[config.mk]
export PLATFORM = sky130hd
export DESIGN_NAME = burst_addr_seq
export DESIGN_NICKNAME = d
export VERILOG_FILES = /design/src/rtl/burst_addr_seq_pkg.sv /design/src/rtl/bseq_base_reg.sv /design/src/rtl/bseq_beat_ctr.sv /design/src/rtl/bseq_order.sv /design/src/rtl/burst_addr_seq.sv
export SDC_FILE = /design/constraint.sdc
export NUM_CORES = 1
export LEC_CHECK = 0
export CELL_PAD_IN_SITES_DETAIL_PLACEMENT = 1
export CELL_PAD_IN_SITES_GLOBAL_PLACEMENT = 2
export CORE_ASPECT_RATIO = 1.5
export CORE_MARGIN = 1
export CORE_UTILIZATION = 25
export DETAILED_ROUTE_END_ITERATION = 10
export PLACE_DENSITY_LB_ADDON = 0.08
export SKIP_CTS_REPAIR_TIMING = 1
export SLEW_MARGIN = 20
export SYNTH_ARGS = -nofsm -noshare
export SYNTH_HDL_FRONTEND = slang
export SYNTH_HIERARCHICAL = 1
export SYNTH_SLANG_ARGS = --single-unit
[constraint.sdc]
create_clock -name clk -period 1.4 [get_ports clk]
set_input_delay 0.14 -clock clk [delete_from_list [all_inputs] [get_ports clk]]
set_output_delay 0.14 -clock clk [all_outputs]
set_load 0.02 [all_outputs]
[src/rtl/burst_addr_seq_pkg.sv]
package burst_addr_seq_pkg;

  // Order of the low address bits within one aligned block
  typedef enum logic {
    ORD_LINEAR     = 1'b0,
    ORD_INTERLEAVE = 1'b1
  } order_e;

endpackage

[src/rtl/bseq_base_reg.sv]
module bseq_base_reg
  import burst_addr_seq_pkg::*;
#(
  parameter int AW    = 20,
  parameter int LOW_W = 2
) (
  input  logic                clk,
  input  logic                rst_n,
  input  logic                load_en,
  input  logic [AW-1:0]       base_in,
  input  order_e              mode_in,
  output logic [AW-LOW_W-1:0] upper_q,
  output logic [LOW_W-1:0]    low_q,
  output order_e              mode_q
);

  localparam int UP_W = AW - LOW_W;

  always_ff @(posedge clk) begin
    if (!rst_n) begin
      upper_q <= '0;
      low_q   <= '0;
      mode_q  <= ORD_LINEAR;
    end else if (load_en) begin
      upper_q <= base_in[AW-1 -: UP_W];
      low_q   <= base_in[LOW_W-1:0];
      mode_q  <= mode_in;
    end
  end

endmodule

[src/rtl/bseq_beat_ctr.sv]
module bseq_beat_ctr #(
  parameter int LOW_W = 2
) (
  input  logic             clk,
  input  logic             rst_n,
  input  logic             clr,
  input  logic             inc,
  output logic [LOW_W-1:0] beat_q
);

  // Natural modulo-2^LOW_W rollover gives the wrap
  always_ff @(posedge clk) begin
    if (!rst_n)   beat_q <= '0;
    else if (clr) beat_q <= '0;
    else if (inc) beat_q <= beat_q + LOW_W'(1);
  end

endmodule

[src/rtl/bseq_order.sv]
module bseq_order
  import burst_addr_seq_pkg::*;
#(
  parameter int LOW_W = 2
) (
  input  logic [LOW_W-1:0] base_low,
  input  logic [LOW_W-1:0] beat,
  input  order_e           mode,
  output logic [LOW_W-1:0] low_out
);

  logic [LOW_W-1:0] lin_low;
  logic [LOW_W-1:0] ilv_low;

  // Linear: add without carry-out, so the block boundary is never crossed
  assign lin_low = base_low + beat;

  // Interleaved: per-bit flip by the beat index
  for (genvar i = 0; i < LOW_W; i++) begin : g_ilv
    assign ilv_low[i] = base_low[i] ^ beat[i];
  end

  always_comb begin
    unique case (mode)
      ORD_INTERLEAVE: low_out = ilv_low;
      default:        low_out = lin_low;
    endcase
  end

endmodule

[src/rtl/burst_addr_seq.sv]
module burst_addr_seq
  import burst_addr_seq_pkg::*;
#(
  parameter int AW        = 20,
  parameter int BURST_LEN = 4
) (
  input  logic                         clk,
  input  logic                         rst_n,
  input  logic                         stall,
  input  logic                         desel,
  input  logic                         load_n,
  input  logic                         ilv_mode,
  input  logic [AW-1:0]                base_addr,
  output logic [AW-1:0]                burst_addr,
  output logic [$clog2(BURST_LEN)-1:0] beat
);

  localparam int LOW_W = $clog2(BURST_LEN);
  localparam int UP_W  = AW - LOW_W;

  logic             run_en;
  logic             cap_en;
  logic             step_en;
  logic [UP_W-1:0]  upper_q;
  logic [LOW_W-1:0] low_q;
  order_e           mode_q;
  logic [LOW_W-1:0] beat_q;
  logic [LOW_W-1:0] low_now;

  // Either freeze source blocks both capture and advance
  assign run_en  = !stall && !desel;
  assign cap_en  = run_en && !load_n;
  assign step_en = run_en && load_n;

  bseq_base_reg #(.AW(AW), .LOW_W(LOW_W)) u_base (
    .clk     (clk),
    .rst_n   (rst_n),
    .load_en (cap_en),
    .base_in (base_addr),
    .mode_in (order_e'(ilv_mode)),
    .upper_q (upper_q),
    .low_q   (low_q),
    .mode_q  (mode_q)
  );

  bseq_beat_ctr #(.LOW_W(LOW_W)) u_beat (
    .clk    (clk),
    .rst_n  (rst_n),
    .clr    (cap_en),
    .inc    (step_en),
    .beat_q (beat_q)
  );

  bseq_order #(.LOW_W(LOW_W)) u_order (
    .base_low (low_q),
    .beat     (beat_q),
    .mode     (mode_q),
    .low_out  (low_now)
  );

  assign burst_addr = {upper_q, low_now};
  assign beat       = beat_q;

endmodule

==> results.yml <==
floorplanning:
  fp.dieH_microns: 78.1
  dieArea_sq_um: 4120
  die_x_microns: 52.7
  start_util_pct: 26.2
  io_pins: 48
  coreArea_sq_um: 3680
  rows: 27
setup_path:
  crit_buf_inv: 1
  endpoint: "burst_addr[4]"
  crit_start: "u_base/upper_q[2]"
  cp.required_ns: 1.26
  worstSetupPathDepth: 1
  start_kind: "flip-flop"
  arrival_ns: 1.22
  r2r-start: "u_beat/beat_q[1]"
  r2r_cells: 3
  critPathTopFamily: "buffers and inverters"
  crit_path_max_incr_delay_ns: 0.62
  rr_endpoint: "u_beat/beat_q[1]"
  endpoint_kind: "output port"
  reg2reg_slack_ns: 0.55
  path_max_fanout: 2
  crit_chain: "clkdlybuf4s50_1"
  critPathKind: "flip-flop to output port"
  cpMaxStageDelayCell: "clkdlybuf4s50_1"
placed_design:
  port_buffers: 47
  place_hpwl_microns: 1640
  routabilityCongestion: 0.592
  dpl_worst_slack_ns: -0.108
synthesis:
  yosys_warnings: 6
  synthAdderAreaFrac_pct: 1.30
  synth_mux_area_share_pct: 21.8
  syn_inst: 82
  synth-simple-area-share_pct: 18.4
  synth_top_family_by_area: "multiplexers"
  synth_nets: 109
  synthesis.area_sq_um: 965
  synth-xor-area-share_pct: 2.72
  synth_area_per_cell_sq_um: 11.8
  ys_types: 15
  yosysSeqAreaShare_pct: 47.7
  synth_area_leader_cell: "dfxtp_1"
  synth_seq_cells: 23
  yosys-top-cells-area: "dfxtp_1 (48%), mux2i_1 (22%), nor2b_1 (14%)"
  synth-compound-area-share_pct: 1.95
  yosysTopAreaCellShare_pct: 47.7
layout:
  fin_nets: 163
  mostFrequentLayoutCell: "clkdlybuf4s50_1"
  multiInputGateArea_sq_um: 452
  syn2layout_area_growth_pct: 61.7
  diodes: 0
  drive_above_1_share_pct: 11.1
  final_cell_mix: "clkdlybuf4s50_1 (40), dfxtp_1 (23), nor2b_1 (22)"
  fillCellCount: 416
  seqCellArea_sq_um: 460
timing:
  fmax_mhz: 737
  slew_viol_final: 0
  clock_skew_ns: 0.000147
  worst_slew_pin_slew_ns: 0.266
  grt_setup_unrepaired: "no"
  period_needed_ns: 1.36
  timing.hold.ws_ns: 0.495
  setup_violations: 0
  finalHoldViolations: 0
  relSlewSlack_pct: 82.2
  finalCritPeriodShare_pct: 96.9
  finalSetupTns_ns: 0
  setup_slack_ns: 0.0435
power_and_ir_drop:
  pwr-share-seq_pct: 51.4
  power.share.clock_pct: 30.8
  total_power_mw: 1.34
  p_sw_uw: 314
  leakagePower_nw: 0.645
  intPower_mw: 1.02
  swShare_pct: 23.5
  peakVddDrop_mv: 0.450
  combPwrFrac_pct: 17.9
  power_density_nw_per_um2: 857
clock_tree:
  cts_root_buffer: "clkbuf_8"
  numCtsBuffers: 3
  cts_tree: "yes"
  clock_path_buffers: 2
  cts_max_level: 1
  clock_latency_ns: 0.26
  numClockSinks: 23
  clk_pin_slew_ns: 0.08
routing:
  dr.pass1.iters: 3
  drt-total-wl_microns: 2120
  vias: 753
  antenna_left: 0
  avgRoutedWirePerCell_microns: 11.9
  via_per_inst: 4.23
  route.detailed.drc: 0
  first_iter_violations: 8
global_route:
  grt_usage_pct: 11.1
  grt_pass1_wl_microns: 3350
  grt_start_max_net_pins: 23
  grt_overflow: 0
  grt_pass1_vias: 779
  antenna_found_initial: 0
flow_run:
  drv_cap: 0
status:
  status: "finished clean"
worst_hold_path:
  hold_class: "input port to flip-flop"
==> synthesized netlist by cell type <==
cell type   n
nor2_1      1
clkbuf_1    2
nor3_2      1
nor3b_2     1
buf_6       1
nor2b_1    22
mux2i_1    21
nand3b_1    1
buf_12      2
ha_1        1
a21bo_1     1
nand2b_1    1
xnor2_1     3
dfxtp_1    23
a21oi_2     1
==> layer usage <==
layer	up-vias	routed length (microns)	global-route usage, %
met5	-	0	0
li1	375	-	-
met3	2	162	2.33
met2	29	1110	19.7
met1	347	830	12.0
met4	0	17	4.74
==> kinds of logic after synthesis <==
| family | count (synthesis) |
|---|---|
| DFF | 23 |
| and+or+nand+nor | 27 |
| buffers and inverters | 5 |
| muxes | 21 |
| xor gates and xnor gates | 3 |
| AOI/OAI and AO/OA | 2 |
| adders and majority gates | 1 |
==> per-stage QoR <==
stage / cell area, sq um / std cells / util (%)
after detailed placement: 1500 / 174 / 40.8
after global routing: 1560 / 178 / 42.4
after global placement: 1500 / 174 / 40.8
final: 1560 / 178 / 42.4
after floorplan: 965 / 82 / -
after CTS: 1550 / 178 / 42.0
==> power by group through the flow <==
stage,combinational (mW),clock [mW],sequential (mW)
5_1_grt,0.257,0.457,0.691
3_5_place_dp,0.246,0,0.703
2_1_floorplan,0.0853,0,0.727
4_1_cts,0.247,0.435,0.688
6_report,0.239,0.412,0.687
3_3_place_gp,0.243,0,0.702
==> flip-flops by register name (all words and copies together) (netlist names) <==
signal          count
u_base/low_q        2
u_beat/beat_q       2
u_base/upper_q     18
u_base/mode_q       1
==> how the worst min path moves through the flow <==
stage / from / to / cells past startpoint
finish: base_addr[8] / u_base/upper_q[6] / 3
global route: base_addr[7] / u_base/upper_q[5] / 3
CTS: base_addr[8] / u_base/upper_q[6] / 3
detailed placement: u_base/upper_q[8] / u_base/upper_q[8] / 2
global placement: u_base/upper_q[6] / u_base/upper_q[6] / 2
floorplan: rst_n / u_base/upper_q[15] / 1
==> final cells by class <==
type                       instances  share of cell area [%]
tap                               43                    3.45
clock inverter                     1                   0.321
multi-input combinational         54                    28.9
clock buffer                       3                    2.65
sequential                        23                    29.5
timing repair buffer              54                    35.1
Note: power is estimated with default switching activity, not from simulation.
